**src/rtl/sar_rd_pkg.sv**
```systemverilog
package sar_rd_pkg;

  typedef enum logic [1:0] {
    SEQ_IDLE  = 2'd0,
    SEQ_SHIFT = 2'd1,
    SEQ_GAP   = 2'd2
  } seq_state_e;

  typedef enum logic [1:0] {
    SLOT_WINDOW = 2'd0,
    SLOT_GUARD  = 2'd1,
    SLOT_DATA   = 2'd2,
    SLOT_LAST   = 2'd3
  } slot_e;

  // Effective half-period divider after applying the lower clamp.
  function automatic int unsigned eff_div(input int unsigned req,
                                          input int unsigned floor_v);
    return (req < floor_v) ? floor_v : req;
  endfunction

  // Total rising edges in one frame.
  function automatic int unsigned frame_edges(input int unsigned skip,
                                              input int unsigned width);
    return skip + 1 + width;
  endfunction

  // Meaning of the rising edge with 1-based number idx.
  function automatic slot_e classify(input int unsigned idx,
                                     input int unsigned skip,
                                     input int unsigned width);
    if (idx <= skip)                          return SLOT_WINDOW;
    if (idx == skip + 1)                      return SLOT_GUARD;
    if (idx == frame_edges(skip, width))      return SLOT_LAST;
    return SLOT_DATA;
  endfunction

endpackage

```
**src/rtl/sar_rd_rate_tick.sv**
```systemverilog
module sar_rd_rate_tick #(
  parameter int RATE_W = 20
) (
  input  logic              clk,
  input  logic              rst_n,
  input  logic              en_i,
  input  logic [RATE_W-1:0] interval_i,
  output logic              tick_o
);

  logic [RATE_W-1:0] cnt_q;

  assign tick_o = en_i && (cnt_q == interval_i);

  always_ff @(posedge clk or negedge rst_n) begin
    if (!rst_n) begin
      cnt_q <= '0;
    end else if (!en_i) begin
      cnt_q <= '0;
    end else if (tick_o) begin
      cnt_q <= '0;
    end else begin
      cnt_q <= cnt_q + 1'b1;
    end
  end

endmodule

```
**src/rtl/sar_rd_sclk_gen.sv**
```systemverilog
module sar_rd_sclk_gen #(
  parameter int DIV_W   = 8,
  parameter int MIN_DIV = 1
) (
  input  logic             clk,
  input  logic             rst_n,
  input  logic             load_i,
  input  logic [DIV_W-1:0] div_i,
  input  logic             count_en_i,
  input  logic             toggle_en_i,
  output logic             sclk_o,
  output logic             half_done_o,
  output logic             rise_o,
  output logic             fall_o
);

  logic [DIV_W-1:0] div_q;
  logic [DIV_W-1:0] hcnt_q;
  logic             sclk_q;
  logic [DIV_W-1:0] div_eff;

  assign div_eff     = DIV_W'(sar_rd_pkg::eff_div(32'(div_i), MIN_DIV));
  assign half_done_o = count_en_i && (hcnt_q == div_q);
  assign rise_o      = half_done_o && toggle_en_i && !sclk_q;
  assign fall_o      = half_done_o && toggle_en_i &&  sclk_q;
  assign sclk_o      = sclk_q;

  always_ff @(posedge clk or negedge rst_n) begin
    if (!rst_n) begin
      div_q  <= DIV_W'(MIN_DIV);
      hcnt_q <= '0;
      sclk_q <= 1'b0;
    end else if (load_i) begin
      div_q  <= div_eff;
      hcnt_q <= '0;
      sclk_q <= 1'b0;
    end else begin
      if (count_en_i) begin
        hcnt_q <= half_done_o ? '0 : hcnt_q + 1'b1;
      end
      if (toggle_en_i && half_done_o) begin
        sclk_q <= ~sclk_q;
      end
    end
  end

endmodule

```
**src/rtl/sar_rd_seq.sv**
```systemverilog
module sar_rd_seq #(
  parameter int CNT_W      = 5,
  parameter int FRAME_CLKS = 22
) (
  input  logic             clk,
  input  logic             rst_n,
  input  logic             trigger_i,
  input  logic             rise_i,
  input  logic             fall_i,
  input  logic             half_done_i,
  output logic             cs_n_o,
  output logic             load_o,
  output logic             count_en_o,
  output logic             toggle_en_o,
  output logic [CNT_W-1:0] rise_idx_o,
  output logic             frame_end_o,
  output logic             busy_o
);

  import sar_rd_pkg::*;

  seq_state_e       state_q;
  logic [CNT_W-1:0] rcnt_q;
  logic             gap_half_q;
  logic             cs_n_q;

  assign load_o      = (state_q == SEQ_IDLE) && trigger_i;
  assign count_en_o  = (state_q != SEQ_IDLE);
  assign toggle_en_o = (state_q == SEQ_SHIFT);
  assign busy_o      = (state_q != SEQ_IDLE);
  assign rise_idx_o  = rcnt_q + 1'b1;
  assign frame_end_o = (state_q == SEQ_SHIFT) && fall_i &&
                       (rcnt_q == CNT_W'(FRAME_CLKS));
  assign cs_n_o      = cs_n_q;

  always_ff @(posedge clk or negedge rst_n) begin
    if (!rst_n) begin
      state_q    <= SEQ_IDLE;
      rcnt_q     <= '0;
      gap_half_q <= 1'b0;
      cs_n_q     <= 1'b1;
    end else begin
      case (state_q)
        SEQ_IDLE: begin
          if (trigger_i) begin
            state_q <= SEQ_SHIFT;
            rcnt_q  <= '0;
            cs_n_q  <= 1'b0;
          end
        end
        SEQ_SHIFT: begin
          if (rise_i) begin
            rcnt_q <= rcnt_q + 1'b1;
          end
          if (frame_end_o) begin
            state_q    <= SEQ_GAP;
            gap_half_q <= 1'b0;
            cs_n_q     <= 1'b1;
          end
        end
        SEQ_GAP: begin
          if (half_done_i) begin
            if (gap_half_q) begin
              state_q <= SEQ_IDLE;
            end else begin
              gap_half_q <= 1'b1;
            end
          end
        end
        default: begin
          state_q <= SEQ_IDLE;
          cs_n_q  <= 1'b1;
        end
      endcase
    end
  end

endmodule

```
**src/rtl/sar_rd_shifter.sv**
```systemverilog
module sar_rd_shifter #(
  parameter int DATA_W    = 16,
  parameter int SKIP_CLKS = 5,
  parameter int CNT_W     = 5
) (
  input  logic                     clk,
  input  logic                     rst_n,
  input  logic                     rise_i,
  input  logic [CNT_W-1:0]         rise_idx_i,
  input  logic                     sdi_i,
  output logic signed [DATA_W-1:0] sample_o,
  output logic                     vld_o,
  output logic                     err_o
);

  import sar_rd_pkg::*;

  logic [DATA_W-2:0] shreg_q;
  logic              guard_q;
  slot_e             slot;

  assign slot = classify(32'(rise_idx_i), SKIP_CLKS, DATA_W);

  always_ff @(posedge clk or negedge rst_n) begin
    if (!rst_n) begin
      shreg_q  <= '0;
      guard_q  <= 1'b0;
      sample_o <= '0;
      vld_o    <= 1'b0;
      err_o    <= 1'b0;
    end else begin
      vld_o <= 1'b0;
      if (rise_i) begin
        case (slot)
          SLOT_GUARD: guard_q <= sdi_i;
          SLOT_DATA:  shreg_q <= {shreg_q[DATA_W-3:0], sdi_i};
          SLOT_LAST: begin
            sample_o <= $signed({shreg_q, sdi_i});
            vld_o    <= 1'b1;
            err_o    <= guard_q;
          end
          default: ;
        endcase
      end
    end
  end

endmodule

```
**src/rtl/sar_rd_ctrl.sv**
```systemverilog
module sar_rd_ctrl #(
  parameter int DATA_W    = 16,
  parameter int SKIP_CLKS = 5,
  parameter int DIV_W     = 8,
  parameter int MIN_DIV   = 1,
  parameter int RATE_W    = 20
) (
  input  logic                     clk,
  input  logic                     rst_n,
  input  logic                     start_i,
  input  logic                     auto_en_i,
  input  logic [RATE_W-1:0]        rate_i,
  input  logic [DIV_W-1:0]         half_div_i,
  input  logic                     miso_i,
  output logic                     cs_n_o,
  output logic                     sclk_o,
  output logic signed [DATA_W-1:0] sample_o,
  output logic                     sample_vld_o,
  output logic                     null_err_o
);

  localparam int FRAME_CLKS = int'(sar_rd_pkg::frame_edges(SKIP_CLKS, DATA_W));
  localparam int CNT_W      = $clog2(FRAME_CLKS + 2);

  logic             rate_tick;
  logic             trigger;
  logic             load;
  logic             count_en;
  logic             toggle_en;
  logic             half_done;
  logic             rise_ev;
  logic             fall_ev;
  logic [CNT_W-1:0] rise_idx;
  logic             frame_end;
  logic             busy;

  assign trigger = start_i || rate_tick;

  sar_rd_rate_tick #(.RATE_W(RATE_W)) u_rate (
    .clk       (clk),
    .rst_n     (rst_n),
    .en_i      (auto_en_i),
    .interval_i(rate_i),
    .tick_o    (rate_tick)
  );

  sar_rd_seq #(.CNT_W(CNT_W), .FRAME_CLKS(FRAME_CLKS)) u_seq (
    .clk        (clk),
    .rst_n      (rst_n),
    .trigger_i  (trigger),
    .rise_i     (rise_ev),
    .fall_i     (fall_ev),
    .half_done_i(half_done),
    .cs_n_o     (cs_n_o),
    .load_o     (load),
    .count_en_o (count_en),
    .toggle_en_o(toggle_en),
    .rise_idx_o (rise_idx),
    .frame_end_o(frame_end),
    .busy_o     (busy)
  );

  sar_rd_sclk_gen #(.DIV_W(DIV_W), .MIN_DIV(MIN_DIV)) u_clk (
    .clk        (clk),
    .rst_n      (rst_n),
    .load_i     (load),
    .div_i      (half_div_i),
    .count_en_i (count_en),
    .toggle_en_i(toggle_en),
    .sclk_o     (sclk_o),
    .half_done_o(half_done),
    .rise_o     (rise_ev),
    .fall_o     (fall_ev)
  );

  sar_rd_shifter #(.DATA_W(DATA_W), .SKIP_CLKS(SKIP_CLKS), .CNT_W(CNT_W)) u_shift (
    .clk       (clk),
    .rst_n     (rst_n),
    .rise_i    (rise_ev),
    .rise_idx_i(rise_idx),
    .sdi_i     (miso_i),
    .sample_o  (sample_o),
    .vld_o     (sample_vld_o),
    .err_o     (null_err_o)
  );

endmodule

```
**config.mk**
```make
export PLATFORM = sky130hd
export DESIGN_NAME = sar_rd_ctrl
export DESIGN_NICKNAME = d
export VERILOG_FILES = /design/src/rtl/sar_rd_pkg.sv /design/src/rtl/sar_rd_rate_tick.sv /design/src/rtl/sar_rd_sclk_gen.sv /design/src/rtl/sar_rd_seq.sv /design/src/rtl/sar_rd_shifter.sv /design/src/rtl/sar_rd_ctrl.sv
export SDC_FILE = /design/constraint.sdc
export NUM_CORES = 1
export LEC_CHECK = 0
export BUFFER_PORTS_ARGS = -buffer_cell sky130_fd_sc_hd__buf_2
export CORE_UTILIZATION = 35
export CTS_BUF_LIST = sky130_fd_sc_hd__clkbuf_16
export CTS_CLUSTER_DIAMETER = 100
export DETAILED_ROUTE_END_ITERATION = 16
export PLACE_DENSITY = 0.65
export SLEW_MARGIN = 20
export SYNTH_ARGS = -nofsm -noshare
export SYNTH_HDL_FRONTEND = slang
export SYNTH_SLANG_ARGS = --single-unit
```
**constraint.sdc**
```tcl
create_clock -name clk -period 6.9 [get_ports clk]
set_input_delay 0.345 -clock clk [delete_from_list [all_inputs] [get_ports clk]]
set_output_delay 0.345 -clock clk [all_outputs]
set_load 0.02 [all_outputs]
```
After elaboration in Yosys (flattened, before gate mapping):

Cells that the tools add are included.

* register bits after elaboration: 80
* input port bits: 33
* output and inout bits: 20
* logic and storage cells: 94

* add/subtract/negate cells: 3
* order comparisons: 2
* equality and inequality tests: 15
* mux-type cells: 36
* bitwise operators: 2
* reductions and logical operators: 23

Operators with widths (count)
* $mux W20: 2
* $mux W8: 4
* $add A20 B1 Y20 const B: 1
* $eq A20 B20 Y1: 1
* $mux W2: 10
* $mux W1: 14
* $eq A5 B5 Y1 const B: 2
* $mux W5: 2
* $pmux W5 S2: 1
* $reduce_bool A2 Y1: 5
* $reduce_and A3 Y1: 3
* $add A8 B1 Y8 const B: 1
* $eq A8 B8 Y1: 1
* $logic_and A1 B1 Y1: 8
* $lt A8 B1 Y1 const B: 1
* $eq A2 B2 Y1 const B: 3
* $ne A2 B1 Y1 const B: 3
* $pmux W2 S3: 1
* $reduce_and A2 Y1: 3
* $add A5 B1 Y5 const B: 1
* $eq A5 B3 Y1 const B: 1
* $le A5 B3 Y1 const B: 1
* $eq A2 B1 Y1 const B: 2
* $ne A2 B2 Y1 const B: 2
* 7 further kinds: 8

Logic depth before layout (Yosys ltp):

* depth in word-level cells: 12
* mapped depth: 7
* depth with buffers taken out: 7

Cells and area by module:

A second synthesis with hierarchy kept.

* cell total of the unflattened synthesis: 341
* area total of the unflattened synthesis: 3980.1 µm²

Modules (own cells, without submodules)
* sar_rd_shifter: instances 1, cells each 75, area an instance 1352.5 µm², sequential area each 850.8 µm²
* sar_rd_rate_tick: instances 1, cells each 119, area an instance 1183.6 µm², sequential area each 500.5 µm²
* sar_rd_sclk_gen: instances 1, cells each 86, area an instance 894.6 µm², sequential area each 426.7 µm²
* sar_rd_seq: instances 1, cells each 60, area an instance 543.0 µm², sequential area each 226.5 µm²
* sar_rd_ctrl: instances 1, cells each 1, area an instance 6.3 µm², sequential area each 0.0 µm²

Worst setup path before layout:

Ideal clock, no wire load.

* path type: reg2reg
* start point: reg u_clk.div_q[0]
* end point: reg u_shift.sample_o[10]
* setup time: 0.125 ns
* data arrival time: 2.194 ns
* required time: 6.775 ns
* slack: 4.581 ns
* stages on the path, launching flop included: 7
* path buffers: 1
* period minus slack after synthesis: 2.319 ns
* cells stage by stage: dfstp_2 > xnor2_1 > nand4_2 > or4_4 > nor3_4 > buf_8 > mux2_4

* longest elaborated chain between the ends: 5

Ends and longest elaborated chain
* start: declaration: RTL line sar_rd_sclk_gen.sv:17 `logic [DIV_W-1:0] div_q;`
* start signal: assignment: RTL line sar_rd_sclk_gen.sv:30 `div_q <= DIV_W'(MIN_DIV);`
* start signal: assignment: RTL line sar_rd_sclk_gen.sv:34 `div_q <= div_eff;`
* $eq A8 B8 Y1: RTL line sar_rd_sclk_gen.sv:23 `assign half_done_o = count_en_i && (hcnt_q == div_q);`
* $logic_and A1 B1 Y1: RTL line sar_rd_sclk_gen.sv:23
* $logic_and A1 B1 Y1 (2 in a row): RTL line sar_rd_sclk_gen.sv:24 `assign rise_o = half_done_o && toggle_en_i && !sclk_q;`
* $reduce_and A2 Y1 (no source line)
* end signal: assignment: RTL line sar_rd_shifter.sv:38 `sample_o <= $signed({shreg_q, sdi_i});`
* end: declaration: RTL line sar_rd_shifter.sv:11 `output logic signed [DATA_W-1:0] sample_o,`

Every way passes these cells.
A chain may end at the register's enable or synchronous reset.

Final worst setup path:

* start point: reg u_clk.hcnt_q[2]
* end point: reg u_shift.sample_o[15]

* longest elaborated chain between the ends: 5

Ends and longest elaborated chain
* start: declaration: RTL line sar_rd_sclk_gen.sv:18 `logic [DIV_W-1:0] hcnt_q;`
* start signal: assignment: RTL line sar_rd_sclk_gen.sv:39 `hcnt_q <= half_done_o ? '0 : hcnt_q + 1'b1;`
* $eq A8 B8 Y1: RTL line sar_rd_sclk_gen.sv:23
* $logic_and A1 B1 Y1: RTL line sar_rd_sclk_gen.sv:23
* $logic_and A1 B1 Y1 (2 in a row): RTL line sar_rd_sclk_gen.sv:24
* $reduce_and A2 Y1 (no source line)

Every way passes these cells.

==> impl_metrics.json <==
{
  "status": "finished, final reports clean",
  "fin_util_pct": 42.6,
  "drtPass1Iterations": 4,
  "viasPerCell": 4.97,
  "slowest_delay_ns": 0.79,
  "vdd_drop_max_mv": 0.119,
  "place_congestion": 0.767,
  "insertion_delay_ns": 0.34,
  "hpwl_um": 5370,
  "slew_viol_final": 0,
  "critPathLaunchType": "flop",
  "htree_levels": 3,
  "p_leak_nw": 2.16,
  "multi_input_area_um2": 1810,
  "synth_edf_count": 0,
  "synth.most_common_cell": "dfrtp_1",
  "die_x_um": 108,
  "root_buffer": "clkbuf_16",
  "endpoint_kind": "flop",
  "synth_common_cells": "dfrtp_1, xnor2_1, nor2_1",
  "arrival_ns": 3.05,
  "async_reset_ff_share_pct": 100,
  "syn_nets": 382,
  "netlist_area_um2": 3920,
  "core_area_um2": 10900,
  "slew_headroom_pct": 33.9,
  "cts_sinks": 80,
  "grt_usage_pct": 14.1,
  "antenna_found_initial": 0,
  "drive_gt1_share_pct": 28.7,
  "overflow": 0,
  "cp.required_ns": 7.11,
  "first_iter_violations": 132,
  "initial_core_util_pct": 36.0,
  "rsz0062_at_grt": "no",
  "whs_ns": 0.0371,
  "grt_max_degree": 81,
  "wl_um": 7620,
  "worstMarginPinSlew_ns": 0.988,
  "post_cts.repair.setup_buffers": 0,
  "vias": 2701,
  "tns_ns": 0,
  "port_buffers": 52,
  "setup_viol": 0,
  "clockBufferDepth": 2,
  "cts_made_buffers": 9,
  "cts_tree": "yes",
  "ys_warn_count": 0,
  "cp_cell_sequence": "xnor2_1 -> nand4_2 -> or4_4 -> nor3_4 -> mux2_2",
  "area_growth_pct": 18.2,
  "synth_top_area_share_pct": 49.7,
  "synthesis.instances": 343,
  "synthTopCellsByArea": "dfrtp_1, mux2_2, xnor2_1",
  "synth_seq_cells": 80,
  "post_drt_wl_per_cell_um": 14.0,
  "dieArea_um2": 11600,
  "postCtsHoldBufs": 0,
  "core.rowCount": 38,
  "synth_cell_types": 47,
  "fmax_mhz": 352,
  "drv_cap": 0,
  "route.detailed.drc": 0,
  "yosysSeqAreaShare_pct": 51.1,
  "die-height_um": 108,
  "synth-main-ff-cell": "dfrtp_1",
  "grt_pass1_wl_um": 12800,
  "crit_slowest_cell": "nor3_4",
  "fin_total_pwr_mw": 1.37,
  "path_class": "flop to flop",
  "syn_area_per_cell_um2": 11.4,
  "num-fill-cells": 1017,
  "n_antenna_cell": 0,
  "cts_resized": 0,
  "cellPowerDensity_nw_per_um2": 295,
  "fin_nets": 438,
  "hold_class": "input pin to async pin",
  "regArea_um2": 2000,
  "ios": 53,
  "final_antenna_net_count": 0,
  "dp_slack_ns": 4.06,
  "hold_viol": 0,
  "worstPathMaxFanout": 18,
  "grt_pass1_vias": 2689,
  "post-synth-top-area-cell": "dfrtp_1",
  "period_minus_slack_ns": 2.84,
  "skew_ns": 0.0121,
  "fin_ws_ns": 4.06,
  "path_clk_slew_ns": 0.07,
  "period_share_pct": 41.2
}
==> state kept, by name, summed over array words and instances (netlist names), 2 cells and up <==
register and count:
u_rate.cnt_q 20, u_shift.sample_o 16, u_shift.shreg_q 15, u_clk.div_q 8, u_clk.hcnt_q 8, u_seq.rcnt_q 5
u_seq.state_q 2
==> routing by layer <==
metal / GRT usage [%] / vias up / share of wire [%]
li1: - / 1295 / -
met1: 17.5 / 1355 / 45
met2: 24.0 / 45 / 51
met3: 4.36 / 6 / 3.8
met4: 2.94 / 0 / 0.74
met5: 0 / - / 0
==> layout make-up <==
cell class | instances | share of cell area (%)
clock buffer | 9 | 4.86
clock inverter | 7 | 1.92
inverter | 16 | 1.29
multi-input combinational | 239 | 39.0
sequential | 80 | 43.2
tap | 140 | 3.78
timing repair buffer | 53 | 5.91
==> through the flow <==
stage	instances	cell area, um^2
final	544	4640
after floorplan	343	3920
after global routing	544	4640
after detailed placement	528	4320
after global placement	528	4320
after CTS	544	4630
==> critical path: cells and delay by family, from the launching register on <==
kind / cells / cell delay [ns]
flip-flops: 1 / 0.43
multiplexers: 1 / 0.42
XOR/XNOR: 1 / 0.23
AND/OR/NAND/NOR: 3 / 1.63
==> report_power, final <==
group          internal [mW]  switching, mW
clock network          0.287          0.205
logic                  0.128          0.149
registers              0.530         0.0706
==> cells in the final DEF, fill, tap and decap left out, types with 6 or more instances in the layout <==
master | netlist | routed
mux2_4 | 9 | 9
nand2_1 | 16 | 16
mux2_2 | 29 | 29
clkbuf_16 | 0 | 9
dfrtp_1 | 78 | 78
a21oi_1 | 6 | 6
ha_1 | 6 | 6
xor2_1 | 15 | 15
nand4_1 | 6 | 6
inv_1 | 16 | 16
nor3_1 | 9 | 9
xnor2_1 | 36 | 36
nor2_1 | 31 | 31
nand3_1 | 11 | 11
buf_2 | 0 | 51
o21ai_0 | 12 | 11
==> final timing paths <==
path                            startpoint                    to  slack, ns  cells after the start
hold reg to reg               u_seq.cs_n_o          u_seq.cs_n_o       0.48                      2
setup / recovery           u_clk.hcnt_q[2]  u_shift.sample_o[15]       4.06                      5
hold / removal                       rst_n         u_shift.vld_o       0.04                      1
max in group asynchronous            rst_n      u_seq.gap_half_q       6.36                      1
min in group clk             half_div_i[5]        u_clk.div_q[5]       0.26                      2
setup reg to reg           u_clk.hcnt_q[2]  u_shift.sample_o[15]       4.06                      5
==> kinds of logic after synthesis <==
family / after synthesis / synth area share, %
AND/OR/NAND/NOR: 104 / 14.2
flip-flops: 80 / 51.1
multiplexers: 41 / 12.6
adder cells (fa/ha/maj): 6 / 1.91
AO/OA/AOI/OAI: 37 / 6.06
XOR/XNOR: 51 / 11.4
buffers and inverters: 24 / 2.77
Power figures use the tool's default switching activity.
